`config.mk`:
```
export PLATFORM = sky130hd
export DESIGN_NAME = i2cs_eeprom_engine
export DESIGN_NICKNAME = d
export VERILOG_FILES = /design/src/rtl/i2cs_pkg.sv /design/src/rtl/i2cs_line_filt.sv /design/src/rtl/i2cs_addr_ptr.sv /design/src/rtl/i2cs_eeprom_engine.sv
export SDC_FILE = /design/constraint.sdc
export NUM_CORES = 1
export LEC_CHECK = 0
export BUFFER_PORTS_ARGS = -buffer_cell sky130_fd_sc_hd__buf_2
export CAP_MARGIN = 20
export CORE_MARGIN = 2
export CORE_UTILIZATION = 52
export DETAILED_ROUTE_END_ITERATION = 10
export PLACE_DENSITY = 0.76
export SLEW_MARGIN = 5
export SYNTH_ARGS = -nofsm -noshare
export SYNTH_HDL_FRONTEND = slang
export SYNTH_SLANG_ARGS = --single-unit
```
`constraint.sdc`:
```
create_clock -name clk -period 2.4 [get_ports clk]
set_input_delay 0.24 -clock clk [delete_from_list [all_inputs] [get_ports clk]]
set_output_delay 0.24 -clock clk [all_outputs]
set_load 0.02 [all_outputs]
```
`src/rtl/i2cs_pkg.sv`:
```
package i2cs_pkg;
   localparam logic [3:0] DEV_CODE = 4'b1010;

   typedef enum logic [2:0] {
      ST_IDLE,
      ST_CTRL,
      ST_AHI,
      ST_ALO,
      ST_WDAT,
      ST_RDAT
   } eng_state_t;
endpackage

```
`src/rtl/i2cs_line_filt.sv`:
```
module i2cs_line_filt #(
   parameter int FILT_LEN = 3
) (
   input  logic clk,
   input  logic rst_n,
   input  logic line_i,
   output logic level_o,
   output logic rise_o,
   output logic fall_o
);
   logic [1:0] sync_q;
   logic       lvl_q;
   logic       prev_q;

   always_ff @(posedge clk or negedge rst_n) begin
      if (!rst_n) sync_q <= 2'b11;
      else        sync_q <= {sync_q[0], line_i};
   end

   generate
      if (FILT_LEN == 1) begin : g_direct
         always_ff @(posedge clk or negedge rst_n) begin
            if (!rst_n) lvl_q <= 1'b1;
            else        lvl_q <= sync_q[1];
         end
      end else begin : g_window
         logic [FILT_LEN-1:0] win_q;
         always_ff @(posedge clk or negedge rst_n) begin
            if (!rst_n) begin
               win_q <= '1;
               lvl_q <= 1'b1;
            end else begin
               win_q <= {win_q[FILT_LEN-2:0], sync_q[1]};
               if (&win_q)       lvl_q <= 1'b1;
               else if (~|win_q) lvl_q <= 1'b0;
            end
         end
      end
   endgenerate

   always_ff @(posedge clk or negedge rst_n) begin
      if (!rst_n) prev_q <= 1'b1;
      else        prev_q <= lvl_q;
   end

   assign level_o = lvl_q;
   assign rise_o  = lvl_q & ~prev_q;
   assign fall_o  = ~lvl_q & prev_q;
endmodule

```
`src/rtl/i2cs_addr_ptr.sv`:
```
module i2cs_addr_ptr #(
   parameter int ADDR_W = 13,
   parameter int PAGE_W = 5
) (
   input  logic              clk,
   input  logic              rst_n,
   input  logic              load_i,
   input  logic [ADDR_W-1:0] load_val_i,
   input  logic              inc_page_i,
   input  logic              inc_seq_i,
   output logic [ADDR_W-1:0] ptr_o
);
   logic [ADDR_W-1:0] ptr_q;

   always_ff @(posedge clk or negedge rst_n) begin
      if (!rst_n)          ptr_q <= '0;
      else if (load_i)     ptr_q <= load_val_i;
      else if (inc_seq_i)  ptr_q <= ptr_q + 1'b1;
      else if (inc_page_i) ptr_q[PAGE_W-1:0] <= ptr_q[PAGE_W-1:0] + 1'b1;
   end

   assign ptr_o = ptr_q;


   seq_wrap_chk: assert property (@(posedge clk) disable iff (!rst_n)
      (inc_seq_i && !load_i && (&ptr_q)) |=> (ptr_q == '0));


   page_stay_chk: assert property (@(posedge clk) disable iff (!rst_n)
      (inc_page_i && !load_i && !inc_seq_i) |=>
      (ptr_q[ADDR_W-1:PAGE_W] == $past(ptr_q[ADDR_W-1:PAGE_W])));
endmodule

```
`src/rtl/i2cs_eeprom_engine.sv`:
```
module i2cs_eeprom_engine
   import i2cs_pkg::*;
#(
   parameter int ADDR_W   = 13,
   parameter int PAGE_W   = 5,
   parameter int FILT_LEN = 3
) (
   input  logic              clk,
   input  logic              rst_n,
   input  logic              scl_i,
   input  logic              sda_i,
   output logic              sda_oe_o,
   input  logic [2:0]        strap_i,
   input  logic              busy_i,
   output logic [ADDR_W-1:0] rd_addr_o,
   input  logic [7:0]        rd_data_i,
   output logic              pb_we_o,
   output logic [ADDR_W-1:0] pb_addr_o,
   output logic [7:0]        pb_data_o,
   output logic              commit_o
);
   localparam int HI_W = ADDR_W - 8;

   generate
      if (ADDR_W < 9 || ADDR_W > 16) begin : g_bad_addr
         $error("ADDR_W must lie in 9..16");
      end
      if (PAGE_W < 1 || PAGE_W >= ADDR_W) begin : g_bad_page
         $error("PAGE_W must lie in 1..ADDR_W-1");
      end
      if (FILT_LEN < 1) begin : g_bad_filt
         $error("FILT_LEN must be at least 1");
      end
   endgenerate

   logic scl_lvl, scl_rise, scl_fall;
   logic sda_lvl, sda_rise, sda_fall;

   i2cs_line_filt #(.FILT_LEN(FILT_LEN)) u_scl_filt (
      .clk(clk), .rst_n(rst_n), .line_i(scl_i),
      .level_o(scl_lvl), .rise_o(scl_rise), .fall_o(scl_fall));

   i2cs_line_filt #(.FILT_LEN(FILT_LEN)) u_sda_filt (
      .clk(clk), .rst_n(rst_n), .line_i(sda_i),
      .level_o(sda_lvl), .rise_o(sda_rise), .fall_o(sda_fall));

   logic start_ev, stop_ev;
   assign start_ev = sda_fall & scl_lvl;
   assign stop_ev  = sda_rise & scl_lvl;

   eng_state_t        state_q;
   logic [3:0]        bitcnt_q;
   logic              ackph_q;
   logic [7:0]        shreg_q;
   logic [HI_W-1:0]   hi_q;
   logic              rw_q;
   logic              mack_q;
   logic              wrote_q;
   logic              drive_q;
   logic [ADDR_W-1:0] ptr;

   logic active, decide, ack_end, sel_match, ack_ok;
   logic do_load, do_inc_page, do_fetch;

   assign active    = !start_ev && !stop_ev && (state_q != ST_IDLE);
   assign decide    = active && scl_fall && !ackph_q && (bitcnt_q == 4'd8)
                      && (state_q != ST_RDAT);
   assign ack_end   = active && scl_fall && ackph_q;
   assign sel_match = (shreg_q[7:4] == DEV_CODE) && (shreg_q[3:1] == strap_i);
   assign ack_ok    = !busy_i && ((state_q != ST_CTRL) || sel_match);
   assign do_load     = decide && ack_ok && (state_q == ST_ALO);
   assign do_inc_page = decide && ack_ok && (state_q == ST_WDAT);
   assign do_fetch    = ack_end && (((state_q == ST_CTRL) && rw_q) ||
                                    ((state_q == ST_RDAT) && mack_q));

   i2cs_addr_ptr #(.ADDR_W(ADDR_W), .PAGE_W(PAGE_W)) u_ptr (
      .clk(clk), .rst_n(rst_n),
      .load_i(do_load), .load_val_i({hi_q, shreg_q}),
      .inc_page_i(do_inc_page), .inc_seq_i(do_fetch),
      .ptr_o(ptr));

   assign rd_addr_o = ptr;

   always_ff @(posedge clk or negedge rst_n) begin
      if (!rst_n) begin
         state_q   <= ST_IDLE;
         bitcnt_q  <= '0;
         ackph_q   <= 1'b0;
         shreg_q   <= '0;
         hi_q      <= '0;
         rw_q      <= 1'b0;
         mack_q    <= 1'b0;
         wrote_q   <= 1'b0;
         drive_q   <= 1'b0;
         sda_oe_o  <= 1'b0;
         pb_we_o   <= 1'b0;
         pb_addr_o <= '0;
         pb_data_o <= '0;
         commit_o  <= 1'b0;
      end else begin
         pb_we_o  <= 1'b0;
         commit_o <= 1'b0;
         sda_oe_o <= drive_q;
         if (start_ev) begin
            state_q  <= ST_CTRL;
            bitcnt_q <= '0;
            ackph_q  <= 1'b0;
            drive_q  <= 1'b0;
            wrote_q  <= 1'b0;
         end else if (stop_ev) begin
            state_q  <= ST_IDLE;
            ackph_q  <= 1'b0;
            drive_q  <= 1'b0;
            commit_o <= wrote_q;
            wrote_q  <= 1'b0;
         end else if (state_q != ST_IDLE) begin
            if (scl_rise) begin
               if (ackph_q) begin
                  mack_q <= ~sda_lvl;
               end else if (bitcnt_q < 4'd8) begin
                  bitcnt_q <= bitcnt_q + 1'b1;
                  if (state_q != ST_RDAT) shreg_q <= {shreg_q[6:0], sda_lvl};
               end
            end else if (scl_fall) begin
               if (ackph_q) begin
                  ackph_q  <= 1'b0;
                  bitcnt_q <= '0;
                  drive_q  <= 1'b0;
                  unique case (state_q)
                     ST_CTRL: state_q <= rw_q ? ST_RDAT : ST_AHI;
                     ST_AHI:  state_q <= ST_ALO;
                     ST_ALO:  state_q <= ST_WDAT;
                     ST_RDAT: if (!mack_q) state_q <= ST_IDLE;
                     default: state_q <= state_q;
                  endcase
                  if (do_fetch) begin
                     shreg_q <= rd_data_i;
                     drive_q <= ~rd_data_i[7];
                  end
               end else if (bitcnt_q == 4'd8) begin
                  if (state_q == ST_RDAT) begin
                     drive_q <= 1'b0;
                     ackph_q <= 1'b1;
                  end else if (!ack_ok) begin
                     state_q <= ST_IDLE;
                     drive_q <= 1'b0;
                  end else begin
                     ackph_q <= 1'b1;
                     drive_q <= 1'b1;
                     if (state_q == ST_CTRL) rw_q <= shreg_q[0];
                     if (state_q == ST_AHI)  hi_q <= shreg_q[HI_W-1:0];
                     if (state_q == ST_WDAT) begin
                        pb_we_o   <= 1'b1;
                        pb_addr_o <= ptr;
                        pb_data_o <= shreg_q;
                        wrote_q   <= 1'b1;
                     end
                  end
               end else if (state_q == ST_RDAT && bitcnt_q != 4'd0) begin
                  shreg_q <= {shreg_q[6:0], 1'b0};
                  drive_q <= ~shreg_q[6];
               end
            end
         end
      end
   end


   start_restart_chk: assert property (@(posedge clk) disable iff (!rst_n)
      start_ev |=> (state_q == ST_CTRL && bitcnt_q == 4'd0 && !ackph_q));


   busy_noack_chk: assert property (@(posedge clk) disable iff (!rst_n)
      (decide && busy_i) |=> !drive_q);


   oe_quiet_chk: assert property (@(posedge clk) disable iff (!rst_n)
      (scl_lvl && $past(scl_lvl) && $past(scl_lvl, 2) &&
       !$past(start_ev, 2) && !$past(stop_ev, 2)) |-> $stable(sda_oe_o));
endmodule

```
Word-level counts from Yosys, hierarchy flattened
Index checks and enable logic that the tools add are counted.
{"block": "classes", "add_sub_neg": 3, "magnitude_cmp": 1, "eq_ne": 27, "muxes": 78, "bitwise_logic": 17, "reduce_logical": 52}
{"operator": "2-to-1 mux 8 bit", "count": 10}
{"operator": "2-to-1 mux 1 bit", "count": 45}
{"operator": "AND reduction 10 bit", "count": 4}
{"operator": "2-to-1 mux 3 bit", "count": 11}
{"operator": "2-to-1 mux 4 bit", "count": 8}
{"operator": "nonzero test 3 bit", "count": 10}
{"operator": "logical AND 1 bit", "count": 16}
{"operator": "AND reduction 8 bit", "count": 2}
{"operator": "inequality test 3 bit (second input constant)", "count": 5}
{"operator": "adder 13 x 1 -> 13 bit (second input constant)", "count": 1}
{"operator": "2-to-1 mux 13 bit", "count": 1}
{"operator": "inequality test 4 bit (second input constant)", "count": 3}
{"operator": "case mux 3 bit (4 select lines)", "count": 1}
{"operator": "NOT 1 bit", "count": 11}
{"operator": "2-to-1 mux 5 bit", "count": 2}
{"operator": "inequality test 2 x 1 -> 1 bit (second input constant)", "count": 5}
{"operator": "inequality test 3 x 1 -> 1 bit (second input constant)", "count": 3}
{"operator": "AND reduction 3 bit", "count": 3}
{"operator": "== test 4 bit (second input constant)", "count": 2}
{"operator": "nonzero test 4 bit", "count": 2}
{"operator": "inequality test 7 x 3 -> 1 bit (second input constant)", "count": 1}
{"operator": "AND 1 bit", "count": 6}
{"operator": "== test 3 x 2 -> 1 bit (second input constant)", "count": 2}
{"operator": "== test 3 bit (second input constant)", "count": 2}
{"operator": "other kinds (14)", "count": 22}
{"block": "word_totals", "register_bits": 76, "inputBits": 16, "out_inout_bits": 37, "word_cells": 202}

Longest topological paths before layout
{"block": "depth", "word_depth": 16, "depth_mapped": 9, "mapped_depth_nobuf": 7}

Cells and area by module
Synthesis repeated with hierarchy kept, for this count alone.
{"block": "unflattened", "cells_unflattened": 305, "area_unflattened_um2": 3542.1}
{"module": "i2cs_eeprom_engine", "instances": 1, "cells_each": 203, "area_per_inst_um2": 2388.5, "seq_area_each_um2": 1226.2}
{"module": "i2cs_addr_ptr", "instances": 1, "cells_each": 76, "area_per_inst_um2": 723.2, "seq_area_each_um2": 325.3}
{"module": "i2cs_line_filt", "instances": 2, "cells_each": 13, "area_per_inst_um2": 215.2, "seq_area_each_um2": 183.9}

Worst setup path after synthesis
Ideal clock, no wire load.
{"block": "synth_path", "kind": "flip-flop to flip-flop", "start": "reg u_scl_filt.lvl_q (netlist: u_scl_filt.level_o)", "end": "reg shreg_q[0]", "setup_ps": 125, "arrival_ps": 2174, "t_required_ps": 2275, "path_slack_ps": 102, "stages_incl_launch_ff": 8, "n_path_buf": 1, "synth_period_minus_slack_ps": 2298, "cell_sequence": "dfstp_2 -> clkbuf_1 -> inv_1 -> ha_1 -> a211oi_1 -> nand2_1 -> a21oi_4 -> mux2_2"}
{"block": "synth_between", "elab_chain_len": 9, "elab_cells_between_ends": 23, "cone_classes": "eq/ne: 5; mux: 1; bitwise: 7; reduce/logical: 10"}
{"element": "start, declared", "line_no": "i2cs_line_filt.sv:12", "rtl": "logic lvl_q;"}
{"element": "start signal, assigned", "line_no": "i2cs_line_filt.sv:31", "rtl": "lvl_q <= 1'b1;"}
{"element": "start signal, assigned", "line_no": "i2cs_line_filt.sv:34", "rtl": "if (&win_q) lvl_q <= 1'b1;"}
{"element": "start signal, assigned", "line_no": "i2cs_line_filt.sv:35", "rtl": "else if (~|win_q) lvl_q <= 1'b0;"}
{"element": "AND 1 bit, on equally long branches", "line_no": "i2cs_eeprom_engine.sv:48, i2cs_eeprom_engine.sv:49"}
{"element": "zero test 1 bit", "line_no": "i2cs_eeprom_engine.sv:65", "rtl": "assign active = !start_ev && !stop_ev && (state_q != ST_IDLE);"}
{"element": "logical AND 1 bit (2 in a row)", "line_no": "i2cs_eeprom_engine.sv:65"}
{"element": "logical AND 1 bit (2 in a row)", "line_no": "i2cs_eeprom_engine.sv:68", "rtl": "assign ack_end = active && scl_fall && ackph_q;"}
{"element": "logical AND 1 bit", "line_no": "i2cs_eeprom_engine.sv:73", "rtl": "assign do_fetch = ack_end && (((state_q == ST_CTRL) && rw_q) ||"}
{"element": "inequality test 2 x 1 -> 1 bit (no line)"}
{"element": "AND reduction 10 bit (no line)"}
{"element": "end signal, assigned", "line_no": "i2cs_eeprom_engine.sv:122", "rtl": "if (state_q != ST_RDAT) shreg_q <= {shreg_q[6:0], sda_lvl};"}
{"element": "end signal, assigned", "line_no": "i2cs_eeprom_engine.sv:137", "rtl": "shreg_q <= rd_data_i;"}
{"element": "end signal, assigned", "line_no": "i2cs_eeprom_engine.sv:160", "rtl": "shreg_q <= {shreg_q[6:0], 1'b0};"}
{"element": "end, declared", "line_no": "i2cs_eeprom_engine.sv:54", "rtl": "logic [7:0] shreg_q;"}
Parallel ways exist; a longest one is shown, timed or not.
A chain may end at the register's enable or synchronous reset.

Worst setup path in the final report
{"block": "layout_path", "start": "reg u_scl_filt.lvl_q (netlist: u_scl_filt.level_o)", "end": "reg bitcnt_q[0]"}
{"block": "layout_between", "elab_chain_len": 5, "elab_cells_between_ends": 16, "cone_classes": "eq/ne: 3; mux: 4; bitwise: 5; reduce/logical: 4"}
{"element": "AND 1 bit", "line_no": "i2cs_line_filt.sv:47", "rtl": "assign rise_o = lvl_q & ~prev_q;"}
{"element": "2-to-1 mux 4 bit", "line_no": "i2cs_eeprom_engine.sv:117", "rtl": "if (scl_rise) begin"}
{"element": "2-to-1 mux 4 bit", "line_no": "i2cs_eeprom_engine.sv:116", "rtl": "end else if (state_q != ST_IDLE) begin"}
{"element": "2-to-1 mux 4 bit", "line_no": "i2cs_eeprom_engine.sv:110", "rtl": "end else if (stop_ev) begin"}
{"element": "2-to-1 mux 4 bit", "line_no": "i2cs_eeprom_engine.sv:104", "rtl": "if (start_ev) begin"}
{"element": "end signal, assigned", "line_no": "i2cs_eeprom_engine.sv:121", "rtl": "bitcnt_q <= bitcnt_q + 1'b1;"}
{"element": "end, declared", "line_no": "i2cs_eeprom_engine.sv:52", "rtl": "logic [3:0] bitcnt_q;"}
Parallel ways exist; a longest one is shown, timed or not. The select of a mux whose other input is x is not followed.

==> results by group <==
Critical path
  • CP Max Fanout: 9
  • CP peak stage delay: 0.63 ns
  • FF-to-FF End: bitcnt_q[0]
  • CP cell instances: ha_1, or3b_1, a211oi_2, nor2_1, or4_1, o21ai_1
  • CP startpoint kind: flip-flop
  • WS Path Type: flip-flop to flip-flop
  • FF-to-FF setup slack: 0.16 ns
  • WP data arrival: 2.51 ns
  • CP endpoint kind: flip-flop
  • CP top delay family: simple AND/OR/NAND/NOR gates
  • RR Startpoint: u_scl_filt.level_o
  • Worst path slowest cell: dfstp_2
  • CP required: 2.67 ns
  • CP bufs+invs: 0
  • R2R depth: 6

Clocking
  • TritonCTS clock tree: yes
  • Insertion delay to the later sink of the worst-skew pair: 0.35 ns
  • Clk buf depth: 2
  • Clock tree sinks: 76
  • Reg clk slew, reported paths: 0.08 ns
  • Clock Tree Root: clkbuf_8
  • H-tree depth: 3
  • CTS buffer count: 9

Detailed routing
  • Vias: 2939
  • Pre-Repair DR Iteration Count: 4
  • Wirelength per Cell: 15.7 um
  • DRT iter0 DRCs: 259
  • Routed vias/inst: 5.71
  • DRT Wirelength: 8070 um
  • DRC violations left: 0
  • Antenna Nets Post-Route: 0

Floorplanning
  • Initial Utilization: 52.7%
  • Die H: 89.1 um
  • Chip width: 89.1 um
  • DIE AREA: 7930 um^2
  • Rows: 31
  • I/O Pins: 53
  • Total core area: 7140 um^2

STA
  • Final hold vios: 0
  • Endpoints failing setup: 0
  • Layout Skew: 0.0112 ns
  • Period utilization: 93.2%
  • Final Critical Period: 2.24 ns
  • Max-slew violation count: 0
  • RSZ-0062 raised after global routing: no
  • TNS Setup: 0 ns
  • FMAX: 447 MHz
  • Slew headroom: 39.3%
  • Slew @ Worst Pin: 0.911 ns

Layout
  • Synthesis-to-finish area growth: 16.8%
  • Final Util: 61.6%
  • Non-Filler Instances: 515
  • Diode count: 0
  • Proportion of layout cells with a drive suffix above 1: 29.6%
  • Final net count: 434

Synth
  • Yosys warns: 0
  • Synth Instances: 347
  • Synth Flop Type: dfrtp_1
  • Number of synthesized flops with an enable pin: 0
  • Post-synth cell types: 69
  • Netlist Area Pre-Place: 3760 um^2
  • #FFs+latches synth: 76
  • Asr flop ratio synth: 100%
  • Seq/Total Area, Yosys: 51.0%
  • Syn_area_per_cell: 10.8 um^2
  • Syn_nets: 369

Power and ir drop
  • Max IR drop VDD: 0.432 mV
  • Leak: 2.08 nW
  • P per Cell Area: 654 nW/um^2
  • Power consumption: 0.00287 W

Outcome
  • Status: complete, no violations

GRT
  • Initial antenna violation count: 0
  • Grt ovf: 0
  • Largest net degree at the start of global routing: 77
  • Vias in the first global route: 2560
  • GRT Util Overall: 21.5%
  • Global-route wire length before repair: 13000 um

Placement
  • Detailed Place HPWL: 5770 um
  • Port bufs: 52
  • Dpl cells: 494
  • Placer congestion estimate: 0.859

Worst hold path
  • HP Class: input pin to async pin

Flow run
  • Max_cap viols: 0
==> synth_stat cells (2+ instances only) <==
cell | count | area, um^2
a21oi_1 | 7 | 35.0
a2bb2oi_1 | 2 | 17.5
a31oi_1 | 3 | 18.8
and2_1 | 2 | 12.5
and3b_1 | 2 | 17.5
buf_2 | 9 | 45.0
clkbuf_1 | 5 | 18.8
dfrtp_1 | 62 | 1550
dfstp_2 | 14 | 368
ha_1 | 6 | 75.1
inv_1 | 13 | 48.8
mux2_1 | 14 | 158
mux2_2 | 18 | 203
mux2i_1 | 4 | 40.0
nand2_1 | 42 | 158
nand2b_1 | 6 | 37.5
nand3_1 | 5 | 25.0
nand3b_1 | 2 | 15.0
nand4_1 | 5 | 31.3
nor2_1 | 16 | 60.1
nor2b_1 | 4 | 25.0
nor3_1 | 9 | 45.0
nor4_1 | 2 | 12.5
o2111ai_1 | 3 | 26.3
o211ai_1 | 4 | 30.0
o21a_1 | 2 | 15.0
o21ai_0 | 16 | 80.1
o21ai_1 | 14 | 70.1
o21bai_1 | 2 | 15.0
o311ai_1 | 2 | 17.5
o31ai_1 | 3 | 22.5
o41ai_1 | 2 | 17.5
or4_1 | 2 | 15.0
xnor2_1 | 5 | 43.8
xor2_1 | 6 | 52.6
==> worst register-to-register path: stages, from the launching register on <==
cell and delay [ns]:
dfstp_2 0.63, ha_1 0.19, or3b_1 0.36, a211oi_2 0.26, nor2_1 0.14, or4_1 0.51, o21ai_1 0.09
==> power by group <==
part / internal (W) / leakage, nW / switching, W
Sequential: 0.00138 / 0.969 / 0.000154
Clock: 0.000471 / 0.0959 / 0.000443
Combinational: 0.000190 / 1.01 / 0.000234
Total: 0.00204 / 2.08 / 0.000831
==> kinds of logic (layout without fill, tap and decap cells) <==
kind of cell    after synthesis  in the layout  share of synthesized area [%]
simple gates                109            109                           14.9
mux                          36             36                           10.6
buf+inv                      29             98                           3.29
flops                        76             76                           51.0
fa+ha+maj                     6              6                           2.00
xor+xnor                     12             12                           2.99
compound gates               79             79                           15.1
==> worst max path at each step <==
stage / cells after the start / from / slack [ns] / to
final: 6 / u_scl_filt.level_o / 0.16 / bitcnt_q[0]
after global routing: 6 / u_scl_filt.level_o / 0.06 / bitcnt_q[0]
after CTS: 6 / u_scl_filt.level_o / 0.10 / bitcnt_q[0]
after detailed placement: 6 / u_scl_filt.level_o / 0.10 / bitcnt_q[0]
after global placement: 6 / u_scl_filt.level_o / 0.17 / bitcnt_q[0]
after floorplan: 7 / u_scl_filt.level_o / 0.10 / shreg_q[0]
==> sequential cells by signal, summed over array words and instances (netlist names), 2 cells and up <==
| signal | count |
|---|---|
| pb_addr_o | 13 |
| u_ptr.ptr_o | 13 |
| pb_data_o | 8 |
| shreg_q | 8 |
| hi_q | 5 |
| bitcnt_q | 4 |
| state_q | 3 |
| u_scl_filt.g_window.win_q | 3 |
| u_sda_filt.g_window.win_q | 3 |
| u_scl_filt.sync_q | 2 |
| u_sda_filt.sync_q | 2 |
==> placed cells by master, fill, tap and decap left out, types with 4 or more instances in the layout <==
cell      count
dfstp_2      14
buf_2        51
ha_1          6
nand4_1       5
a21oi_1       7
clkbuf_8      9
inv_1        13
dfrtp_1      62
o211ai_1      4
mux2i_1       4
o21ai_1      14
nor2b_1       4
mux2_2       18
nor3_1        9
xnor2_1       5
nand2_1      42
mux2_1       14
nand3_1       5
nor2_1       16
o21ai_0      16
xor2_1        6
buf_4        17
nand2b_1      6
==> final cells by class <==
type,count,area [um^2]
fillers,615,2740
flip-flops and latches,76,1920
multi-input cells,242,1720
repair buffers,70,403
clock buffers,10,128
well taps,99,124
clock inverters,5,53.8
inverters,13,48.8
==> metal layers <==
layer	vias to the layer above	global-route usage [%]	share of wire, %	wire length, um
li1	1396	-	-	-
met1	1440	32.1	47	3790
met2	89	31.0	46	3700
met3	14	3.69	4.9	395
met4	0	9.36	2.4	190
met5	-	0	0	0
==> repair_timing <==
item | in CTS | in global routing
endpoints found under the hold margin | 2 | 0
gates resized for setup | 0 | 0
endpoints found under the setup margin | 0 | 8
buffers inserted | 0 | 4
hold buffers | 2 | 0
==> stage by stage <==
step	hold slack [ns]	instance area, um^2	worst slack (ns)
3_3_place_gp	0.346	4160	0.172
2_1_floorplan	-0.0556	3760	0.102
3_5_place_dp	0.346	4160	0.101
5_1_grt	0.104	4400	0.0567
4_1_cts	0.0575	4370	0.104
6_report	0.0298	4400	0.162
Note: power is estimated with default switching activity, not from simulation.
